--- src/rtl/fc_pkg.sv ---
package fc_pkg;
    typedef enum logic [0:0] {
        ST_READY     = 1'b0,
        ST_WAIT_FILL = 1'b1
    } fc_state_e;
endpackage

--- src/rtl/fc_tag_store.sv ---
module fc_tag_store #(
    parameter int ENTRIES = 8,
    parameter int TAG_W   = 12,
    localparam int IDX_W  = (ENTRIES > 1) ? $clog2(ENTRIES) : 1
) (
    input  logic               clk,
    input  logic               rst_n,
    input  logic [TAG_W-1:0]   lk_tag,
    output logic [ENTRIES-1:0] hit_vec,
    input  logic               inv_en,
    input  logic [IDX_W-1:0]   inv_idx,
    input  logic               wr_en,
    input  logic [IDX_W-1:0]   wr_idx,
    input  logic [TAG_W-1:0]   wr_tag,
    output logic [ENTRIES-1:0] valid_vec
);
    logic [ENTRIES-1:0] valid_q;
    logic [TAG_W-1:0]   tag_q [ENTRIES];

    always_ff @(posedge clk) begin
        if (!rst_n) begin
            valid_q <= '0;
        end else begin
            if (inv_en) valid_q[inv_idx] <= 1'b0;
            if (wr_en)  valid_q[wr_idx]  <= 1'b1;
        end
    end

    always_ff @(posedge clk) begin
        if (wr_en) tag_q[wr_idx] <= wr_tag;
    end

    genvar g;
    generate
        for (g = 0; g < ENTRIES; g++) begin : g_cmp
            assign hit_vec[g] = valid_q[g] && (tag_q[g] == lk_tag);
        end
    endgenerate

    assign valid_vec = valid_q;


    single_match_chk: assert property (@(posedge clk) disable iff (!rst_n)
        $onehot0(hit_vec));


    no_wr_inv_clash_chk: assert property (@(posedge clk) disable iff (!rst_n)
        !(inv_en && wr_en));
endmodule

--- src/rtl/fc_lru_matrix.sv ---
module fc_lru_matrix #(
    parameter int ENTRIES = 8,
    localparam int IDX_W  = (ENTRIES > 1) ? $clog2(ENTRIES) : 1
) (
    input  logic               clk,
    input  logic               rst_n,
    input  logic               touch_en,
    input  logic [IDX_W-1:0]   touch_idx,
    input  logic [ENTRIES-1:0] valid_vec,
    output logic [ENTRIES-1:0] victim_vec
);
    // older_q[i][j] = 1 when entry i was filled before entry j
    logic [ENTRIES-1:0] older_q [ENTRIES];

    always_ff @(posedge clk) begin
        if (!rst_n) begin
            for (int i = 0; i < ENTRIES; i++) older_q[i] <= '0;
        end else if (touch_en) begin
            for (int j = 0; j < ENTRIES; j++) begin
                older_q[touch_idx][j] <= 1'b0;
                older_q[j][touch_idx] <= (IDX_W'(j) != touch_idx);
            end
        end
    end

    always_comb begin
        for (int i = 0; i < ENTRIES; i++) begin
            victim_vec[i] = valid_vec[i];
            for (int j = 0; j < ENTRIES; j++) begin
                if (j != i && valid_vec[j] && !older_q[i][j]) victim_vec[i] = 1'b0;
            end
        end
    end


    lru_unique_chk: assert property (@(posedge clk) disable iff (!rst_n)
        (&valid_vec) |-> ($countones(victim_vec) == 1));
endmodule

--- src/rtl/fc_ctrl.sv ---
module fc_ctrl
    import fc_pkg::*;
#(
    parameter int TAG_W = 12
) (
    input  logic             clk,
    input  logic             rst_n,
    input  logic             req_valid,
    input  logic [TAG_W-1:0] req_tag,
    input  logic             main_hit,
    input  logic             filt_hit,
    input  logic             fill_valid,
    output logic             req_ready,
    output logic             do_promote,
    output logic             do_fill,
    output logic             resp_valid,
    output logic             resp_hit,
    output logic             resp_filt,
    output logic             promo_valid,
    output logic [TAG_W-1:0] promo_tag
);
    fc_state_e state_q, state_d;
    logic acc, miss_now;

    assign req_ready  = (state_q == ST_READY);
    assign acc        = req_valid && req_ready;
    assign do_promote = acc && !main_hit && filt_hit;
    assign miss_now   = acc && !main_hit && !filt_hit;
    assign do_fill    = (state_q == ST_WAIT_FILL) && fill_valid;

    always_comb begin
        state_d = state_q;
        unique case (state_q)
            ST_READY:     if (miss_now)   state_d = ST_WAIT_FILL;
            ST_WAIT_FILL: if (fill_valid) state_d = ST_READY;
            default:                      state_d = ST_READY;
        endcase
    end

    always_ff @(posedge clk) begin
        if (!rst_n) state_q <= ST_READY;
        else        state_q <= state_d;
    end

    always_ff @(posedge clk) begin
        if (!rst_n) begin
            resp_valid  <= 1'b0;
            resp_hit    <= 1'b0;
            resp_filt   <= 1'b0;
            promo_valid <= 1'b0;
            promo_tag   <= '0;
        end else begin
            resp_valid  <= acc;
            resp_hit    <= acc && (main_hit || filt_hit);
            resp_filt   <= do_promote;
            promo_valid <= do_promote;
            if (do_promote) promo_tag <= req_tag;
        end
    end


    miss_wait_chk: assert property (@(posedge clk) disable iff (!rst_n)
        (resp_valid && !resp_hit) |-> (state_q == ST_WAIT_FILL && !req_ready));


    fill_return_chk: assert property (@(posedge clk) disable iff (!rst_n)
        do_fill |=> (req_ready && !promo_valid));


    promo_resp_chk: assert property (@(posedge clk) disable iff (!rst_n)
        promo_valid |-> (resp_valid && resp_hit && resp_filt));


    stall_noresp_chk: assert property (@(posedge clk) disable iff (!rst_n)
        (state_q == ST_WAIT_FILL) |=> !resp_valid);
endmodule

--- src/rtl/reuse_filter_fe.sv ---
module reuse_filter_fe #(
    parameter int ENTRIES = 8,
    parameter int TAG_W   = 12
) (
    input  logic             clk,
    input  logic             rst_n,
    input  logic             req_valid,
    input  logic [TAG_W-1:0] req_tag,
    output logic             req_ready,
    input  logic             main_hit,
    input  logic             fill_valid,
    input  logic [TAG_W-1:0] fill_tag,
    output logic             resp_valid,
    output logic             resp_hit,
    output logic             resp_filt,
    output logic             promo_valid,
    output logic [TAG_W-1:0] promo_tag
);
    localparam int IDX_W = (ENTRIES > 1) ? $clog2(ENTRIES) : 1;

    logic [ENTRIES-1:0] hit_vec, valid_vec, victim_vec;
    logic [IDX_W-1:0]   hit_idx, free_idx, vict_idx, slot_idx;
    logic               filt_hit, do_promote, do_fill;

    assign filt_hit = |hit_vec;

    always_comb begin
        hit_idx  = '0;
        free_idx = '0;
        vict_idx = '0;
        for (int i = ENTRIES - 1; i >= 0; i--) begin
            if (hit_vec[i])     hit_idx  = IDX_W'(i);
            if (!valid_vec[i])  free_idx = IDX_W'(i);
            if (victim_vec[i])  vict_idx = IDX_W'(i);
        end
        slot_idx = (&valid_vec) ? vict_idx : free_idx;
    end

    fc_ctrl #(.TAG_W(TAG_W)) ctrl_i (
        .clk         (clk),
        .rst_n       (rst_n),
        .req_valid   (req_valid),
        .req_tag     (req_tag),
        .main_hit    (main_hit),
        .filt_hit    (filt_hit),
        .fill_valid  (fill_valid),
        .req_ready   (req_ready),
        .do_promote  (do_promote),
        .do_fill     (do_fill),
        .resp_valid  (resp_valid),
        .resp_hit    (resp_hit),
        .resp_filt   (resp_filt),
        .promo_valid (promo_valid),
        .promo_tag   (promo_tag)
    );

    fc_tag_store #(.ENTRIES(ENTRIES), .TAG_W(TAG_W)) store_i (
        .clk       (clk),
        .rst_n     (rst_n),
        .lk_tag    (req_tag),
        .hit_vec   (hit_vec),
        .inv_en    (do_promote),
        .inv_idx   (hit_idx),
        .wr_en     (do_fill),
        .wr_idx    (slot_idx),
        .wr_tag    (fill_tag),
        .valid_vec (valid_vec)
    );

    fc_lru_matrix #(.ENTRIES(ENTRIES)) lru_i (
        .clk        (clk),
        .rst_n      (rst_n),
        .touch_en   (do_fill),
        .touch_idx  (slot_idx),
        .valid_vec  (valid_vec),
        .victim_vec (victim_vec)
    );


    promo_inval_chk: assert property (@(posedge clk) disable iff (!rst_n)
        do_promote |=> !valid_vec[$past(hit_idx)]);


    main_hold_chk: assert property (@(posedge clk) disable iff (!rst_n)
        (req_valid && req_ready && main_hit) |=> $stable(valid_vec));


    ready_fill_ign_chk: assert property (@(posedge clk) disable iff (!rst_n)
        (req_ready && fill_valid && !(req_valid && !main_hit && filt_hit)) |=> $stable(valid_vec));


    full_evict_chk: assert property (@(posedge clk) disable iff (!rst_n)
        (do_fill && (&valid_vec)) |=> (&valid_vec));
endmodule

--- config.mk ---
export PLATFORM = sky130hd
export DESIGN_NAME = reuse_filter_fe
export DESIGN_NICKNAME = d
export VERILOG_FILES = /design/src/rtl/fc_pkg.sv /design/src/rtl/fc_tag_store.sv /design/src/rtl/fc_lru_matrix.sv /design/src/rtl/fc_ctrl.sv /design/src/rtl/reuse_filter_fe.sv
export SDC_FILE = /design/constraint.sdc
export NUM_CORES = 1
export LEC_CHECK = 0
export CAP_MARGIN = 20
export CORE_ASPECT_RATIO = 1.25
export CORE_MARGIN = 5
export CORE_UTILIZATION = 41
export DETAILED_ROUTE_END_ITERATION = 6
export MAX_ROUTING_LAYER = met4
export PLACE_DENSITY_LB_ADDON = 0.25
export RECOVER_POWER = 100
export SLEW_MARGIN = 20
export SYNTH_ARGS = -nofsm -noshare
export SYNTH_HDL_FRONTEND = slang
export SYNTH_SLANG_ARGS = --single-unit
--- constraint.sdc ---
create_clock -name clk -period 3.25 [get_ports clk]
set_clock_uncertainty 0.1 [all_clocks]
set_input_delay 0.4875 -clock clk [delete_from_list [all_inputs] [get_ports clk]]
set_output_delay 0.4875 -clock clk [all_outputs]
set_load 0.02 [all_outputs]
==> results of run 1 <==
-- how the worst max path moves through the flow --
stage / start / end / slack [ns] / cells after the start
floorplan: store_i.valid_vec[5] / store_i.tag_q[7][0] / 0.63 / 10
CTS: store_i.valid_vec[4] / store_i.tag_q[6][1] / 0.12 / 7
global placement: req_tag[7] / ctrl_i.promo_tag[6] / 0.04 / 12
detailed placement: req_tag[7] / ctrl_i.promo_tag[11] / -0.03 / 12
global route: store_i.valid_vec[4] / store_i.tag_q[6][1] / 0.04 / 8
finish: store_i.valid_vec[6] / store_i.tag_q[0][0] / 0.14 / 10
-- layout make-up --
type	count	area, um^2	area share [%]
sequential	176	4480	49.8
multi-input combinational	365	2670	29.6
timing repair buffer	94	837	9.30
clock buffer	22	454	5.05
tap	228	285	3.17
clock inverter	10	184	2.04
inverter	23	86.3	0.960
-- Yosys cell counts, types with 8 or more instances --
master | n | share of area (%)
nand3_1 | 10 | 0.67
nor2_1 | 19 | 0.96
inv_1 | 10 | 0.50
edfxtp_1 | 96 | 39
nand2_1 | 35 | 1.8
clkbuf_1 | 10 | 0.50
xnor2_1 | 96 | 11
mux2i_1 | 12 | 1.6
nand2b_1 | 16 | 1.3
nor3_1 | 10 | 0.67
dfxtp_1 | 80 | 21
o21ai_0 | 9 | 0.60
a21oi_1 | 8 | 0.54
buf_2 | 14 | 0.94
inv_2 | 12 | 0.60
nor4_1 | 9 | 0.75
o22ai_1 | 28 | 2.3
o211a_1 | 29 | 3.9
nand4_1 | 19 | 1.6
-- registers in the layout, summed over array words and instances, names as in the netlist --
signal / cells
store_i.valid_vec: 8
ctrl_i.promo_tag: 12
ctrl_i.resp_valid: 1
ctrl_i.resp_hit: 1
store_i.tag_q: 96
lru_i.older_q: 56
ctrl_i.state_q: 1
ctrl_i.resp_filt: 1
-- power breakdown --
part           switching, W  internal, W  total (W)
clock network      0.000838      0.00139    0.00222
registers        0.00000886      0.00235    0.00236
logic              0.000155     0.000111   0.000267
total               0.00100      0.00385    0.00485
-- cell usage in the layout, fill, tap and decap left out, types with 9 or more instances in the layout --
| master | synthesis | final |
|---|---|---|
| buf_4 | 2 | 31 |
| clkbuf_1 | 10 | 9 |
| clkbuf_16 | 0 | 17 |
| clkdlybuf4s50_1 | 0 | 14 |
| dfxtp_1 | 80 | 80 |
| dlygate4sd3_1 | 0 | 30 |
| edfxtp_1 | 96 | 96 |
| inv_1 | 10 | 14 |
| mux2i_1 | 12 | 12 |
| nand2_1 | 35 | 35 |
| nand2b_1 | 16 | 16 |
| nand3_1 | 10 | 13 |
| nand4_1 | 19 | 19 |
| nor2_1 | 19 | 20 |
| nor3_1 | 10 | 10 |
| nor4_1 | 9 | 9 |
| o211a_1 | 29 | 29 |
| o21ai_0 | 9 | 13 |
| o22ai_1 | 28 | 29 |
| xnor2_1 | 96 | 96 |
-- timing repair --
action / 4_1_cts / 5_1_grt
hold buffers: 0 / 0
setup endpoints to repair: 0 / 15
resized for setup: 0 / 1
-- worst register-to-register path: cells and delay by family, from the launching register on --
family	cells	cell delay, ns
AOI/OAI and AO/OA	2	0.37
and+or+nand+nor	4	0.69
DFF	1	0.62
buffers and inverters	4	0.97
-- per-stage QoR --
| step | util (%) | setup slack, ns | total power [W] |
|---|---|---|---|
| 3_5_place_dp | 47.3 | -0.0297 | 0.00269 |
| 4_1_cts | 50.8 | 0.121 | 0.00489 |
| 6_report | 49.9 | 0.139 | 0.00485 |
| 3_3_place_gp | 47.3 | 0.0445 | 0.00269 |
| 5_1_grt | 49.9 | 0.0443 | 0.00501 |
| 2_1_floorplan | - | 0.631 | 0.00257 |
-- logic make-up (layout without fill, tap and decap cells) --
family,Yosys count,count (layout),synth area share (%)
DFF,176,176,60.1
and+or+nand+nor,144,144,11.8
AOI/OAI and AO/OA,113,113,11.7
xor gates and xnor gates,96,96,11.3
buffers and inverters,54,149,3.55
muxes,12,12,1.61
-- routing by layer --
layer,track usage [%],wire (um),vias up
li1,-,-,2345
met1,23.6,7980,2579
met2,34.5,10900,176
met3,4.72,921,42
met4,8.42,734,0
met5,-,0,-
==> metrics, run 1 <==
status completed; Crit path buffers/inverters 4; largest net degree at the start of global routing 61; Crit path arrival time 3.08 ns; FP Rows 55; Fillers 1632; fin area 9000 um^2; layout cells sized above 1 13.8%; fin crit period 3.11 ns; ANT nets after route 0; GRT Util Overall 20.6%; Max Cap Violations 0; Slew @ Worst Pin 0.781 ns; H-Tree Depth 4; Inst Count DP 886; register area share after synthesis 60.1%; Distinct cells, synth 59; Clock Latency Late Sink 0.43 ns; Placer Congestion 0.903; fmax 0.321 GHz; r2r setup slk 0.14 ns; PD cells 539 nW/um^2; total gr overflow 0; core area 18000 um^2; crit share post-route 95.7%; unrepaired setup endpoints after global routing no; fin nets 706; crit start category flip-flop; crit-path max cell delay 0.62 ns; chip width 131 um; vias 5142; Max clock buf depth 2; Lkg Pwr 3.38 nW; Hold Path Stages 2; syn nets 624; crit-path max FO 14; most used cell along the critical path clkbuf_2; drc violations 0; slowest stage cell, crit path dfxtp_1; Post-synth EDFFs 96; HP Start lru_i.older_q[1][6]; area delta synth->final 20.6%; Routed WL per cell 22.3 um; HP Class flip-flop to flip-flop; Clock Tree Root clkbuf_16; TritonCTS clock tree yes; setup TNS 0 ns; CTS clock-pin slew for the worst setup and hold paths 0.06 ns; initial antenna violation count 0; Async SR Flop Fraction 0%; I/O pin cnt 46; Setup Fix Bufs, Post-CTS 0; Slew HR 48.0%; global-route wire length before repair 31200 um; DRT iter0 DRCs 371; Top FF cell, synth edfxtp_1; die area 21000 um^2; number of global-route vias before repair 5334; # port buffers 45; RR Endpoint store_i.tag_q[0][0]; Synth warnings 0; Hold Fails Final Rpt 0; 1st-pass router iterations 5; Syn Inst Count 595; CP required 3.22 ns; number of vias per cell 5.60; Reg2Reg Depth 10; initial core utilization 41.4%; register bit count reported by yosys 176; clk sinks 176; Netlist Area Pre-Place 7460 um^2; kind of critical path flip-flop to flip-flop; setup violators final 0; VDD IR-drop max 0.473 mV; final wirelength 20500 um; WHS 0.365 ns; reg2reg start store_i.valid_vec[6]; Max Slew Vio Count 0; Worst setup EP type flip-flop; Hold Path End lru_i.older_q[1][6]; DIE HEIGHT 161 um; Num CTS Buffers 17; delay-heaviest family, CP buffers and inverters; Avg Inst Size Synth 12.5 um^2; Finished Layout Cells 918; number of diodes 0; Post-DP Area 8520 um^2; CP Cell Sequence inv_2, o22ai_1, nor3_1, clkbuf_2, nor4b_4, nor4_4, o21ai_4, clkbuf_1, and3_1, clkbuf_2; DPL Wire Length 14400 um
(Power assumes the default switching activity.)
==> run 2, diff against run 1 <==
- CORE_UTILIZATION: 41 -> 50
==> run 2 against run 1 <==
Largest cell class unchanged. Non-clock buffer count fell by 7. Highest routed layer unchanged. Critical path type unchanged. Critical endpoint is now store_i.tag_q[1][0]. Wire length shrank 7.7%. Global-route usage rose by 2.4 points.
==> metrics, run 2 (same netlist as run 1, synthesis figures left out) <==
global-route wire length before repair 29700 um (was 31200 um); vias 5062 (was 5142); H-Tree Depth 4 (unchanged); die area 17500 um^2 (was 21000 um^2); CP required 3.21 ns (was 3.22 ns); number of global-route vias before repair 5201 (was 5334); fin crit period 3.08 ns (was 3.11 ns); fmax 0.324 GHz (was 0.321 GHz); Max Slew Vio Count 0 (unchanged); setup violators final 0 (unchanged); crit-path max FO 23 (was 14); CP Cell Sequence inv_2, or4_4, nor3_1, a21oi_4, nand3b_4, inv_2 (was inv_2, o22ai_1, nor3_1, clkbuf_2, nor4b_4, nor4_4, o21ai_4, clkbuf_1, and3_1, clkbuf_2); number of vias per cell 5.85 (was 5.60); Num CTS Buffers 17 (unchanged); crit share post-route 94.8% (was 95.7%); Slew HR 48.8% (was 48.0%); Reg with most FFs store_i.tag_q (unchanged); DPL Wire Length 13200 um (was 14400 um); Crit path depth 6 (was 10); number of diodes 0 (unchanged); Routed WL per cell 21.9 um (was 22.3 um); most used cell along the critical path inv_2 (was clkbuf_2); Lkg Pwr 3.32 nW (was 3.38 nW); TritonCTS clock tree yes (unchanged); final wirelength 18900 um (was 20500 um); status completed (unchanged); Post-CTS Hold Buffers 0 (unchanged); initial antenna violation count 0 (unchanged); DIE HEIGHT 147 um (was 161 um); initial core utilization 50.3% (was 41.4%); core area 14800 um^2 (was 18000 um^2); total gr overflow 0 (unchanged); Max clock buf depth 2 (unchanged); fin area 8830 um^2 (was 9000 um^2); VDD IR-drop max 0.313 mV (was 0.473 mV); Reg2Reg Depth 6 (was 10); Finished Layout Cells 865 (was 918); Crit path buffers/inverters 2 (was 4); top flop regs store_i.tag_q (96), lru_i.older_q (56), ctrl_i.promo_tag (12) (unchanged); delay-heaviest family, CP simple AND/OR/NAND/NOR gates (was buffers and inverters); Clock Tree Root clkbuf_16 (unchanged); Inst Count DP 833 (was 886); GRT Util Overall 23.0% (was 20.6%); Worst setup EP type flip-flop (unchanged); Max Cap Violations 0 (unchanged); chip width 119 um (was 131 um); kind of critical path flip-flop to flip-flop (unchanged); total power 0.00461 W (was 0.00485 W); # port buffers 45 (unchanged); crit-path max cell delay 0.61 ns (was 0.62 ns); drc violations 0 (unchanged); unrepaired setup endpoints after global routing no (unchanged); layout cells sized above 1 13.5% (was 13.8%); DRT iter0 DRCs 377 (was 371); area delta synth->final 18.3% (was 20.6%); 1st-pass router iterations 5 (unchanged); Placer Congestion 0.926 (was 0.903); clk sinks 176 (unchanged); PnR worst setup slack 0.167 ns (was 0.139 ns); max reg flops 96 (unchanged); Hold Path Stages 2 (unchanged); Post-Place Worst Slack -0.179 ns (was -0.0297 ns); Post-DP Area 8360 um^2 (was 8520 um^2); Setup Fix Bufs, Post-CTS 0 (unchanged); I/O pin cnt 46 (unchanged); CTS clock-pin slew for the worst setup and hold paths 0.07 ns (was 0.06 ns); HP Class flip-flop to flip-flop (unchanged); largest net degree at the start of global routing 61 (unchanged); Slew @ Worst Pin 0.766 ns (was 0.781 ns); Clock Latency Late Sink 0.43 ns (about the same); Crit path arrival time 3.04 ns (was 3.08 ns); ANT nets after route 0 (unchanged); slowest stage cell, crit path dfxtp_1 (unchanged); Hold Fails Final Rpt 0 (unchanged); FP Rows 50 (was 55); PD cells 522 nW/um^2 (was 539 nW/um^2); commonest cells after routing, fill and taps aside xnor2_1 (96), edfxtp_1 (96), dfxtp_1 (80), nand2_1 (35) (was xnor2_1 (96), edfxtp_1 (96), dfxtp_1 (80), nand2_1 (35), buf_4 (31)); crit start category flip-flop (unchanged); fin nets 699 (was 706)
[run 2: cell types whose count changed in the layout (fill, tap and decap cells not counted), sizes merged]
cell / change
clkinvlp: +1
bufinv: -3
clkinv: +3
clkbuf: -7
buf: -3
clkdlybuf4s50: +1
dlygate4sd3: -1
inv: +2
[run 2: worst reg2reg max path, stage by stage, from the launching register on]
cell	delay, ns
dfxtp_1	0.61
inv_2	0.21
or4_4	0.58
nor3_1	0.35
a21oi_4	0.17
nand3b_4	0.23
inv_2	0.46
[run 2: final cells by class]
type | instances | area [um^2]
fill | 1198 | 6000
sequential | 176 | 4480
inverter | 23 | 86.3
timing repair buffer | 87 | 776
clock inverter | 13 | 136
multi-input combinational | 365 | 2690
clock buffer | 19 | 433
tap | 182 | 228
[run 2: path summary, 6_finish.rpt]
| path | startpoint | to | slack [ns] |
|---|---|---|---|
| worst max-delay path | store_i.valid_vec[0] | store_i.tag_q[1][0] | 0.17 |
| worst min-delay path | lru_i.older_q[4][6] | lru_i.older_q[4][6] | 0.35 |
| worst max register to register | store_i.valid_vec[0] | store_i.tag_q[1][0] | 0.17 |
| worst min register to register | lru_i.older_q[4][6] | lru_i.older_q[4][6] | 0.35 |
[run 2: what timing repair did]
action	4_1_cts	5_1_grt
endpoints found under the setup margin	0	38
gates resized for setup	0	2
hold endpoints to repair	0	0
[run 2: through the flow]
step,hold WS (ns),TNS [ns],util [%]
2_1_floorplan,0.323,0,-
3_3_place_gp,0.340,-0.658,56.4
3_5_place_dp,0.342,-2.33,56.4
4_1_cts,0.356,0,60.2
5_1_grt,0.372,0,59.6
6_report,0.349,0,59.6
[run 2: where the power goes]
group	switching [W]	internal, W	leakage [nW]
Combinational	0.000150	0.000111	1.54
Clock	0.000851	0.00113	0.274
Sequential	0.00000938	0.00235	1.51
[run 2: metal layers]
| metal | global-route usage [%] | share of wire, % |
|---|---|---|
| met4 | 12.3 | 4.2 |
| met1 | 26.7 | 39 |
| met3 | 3.95 | 5.0 |
| met5 | - | 0 |
| met2 | 38.0 | 52 |
==> run 3, diff against run 2 <==
- CAP_MARGIN: 20 -> 40
==> results of run 3 <==
The final DEF is identical to that of run 2; final timing and power are the same.
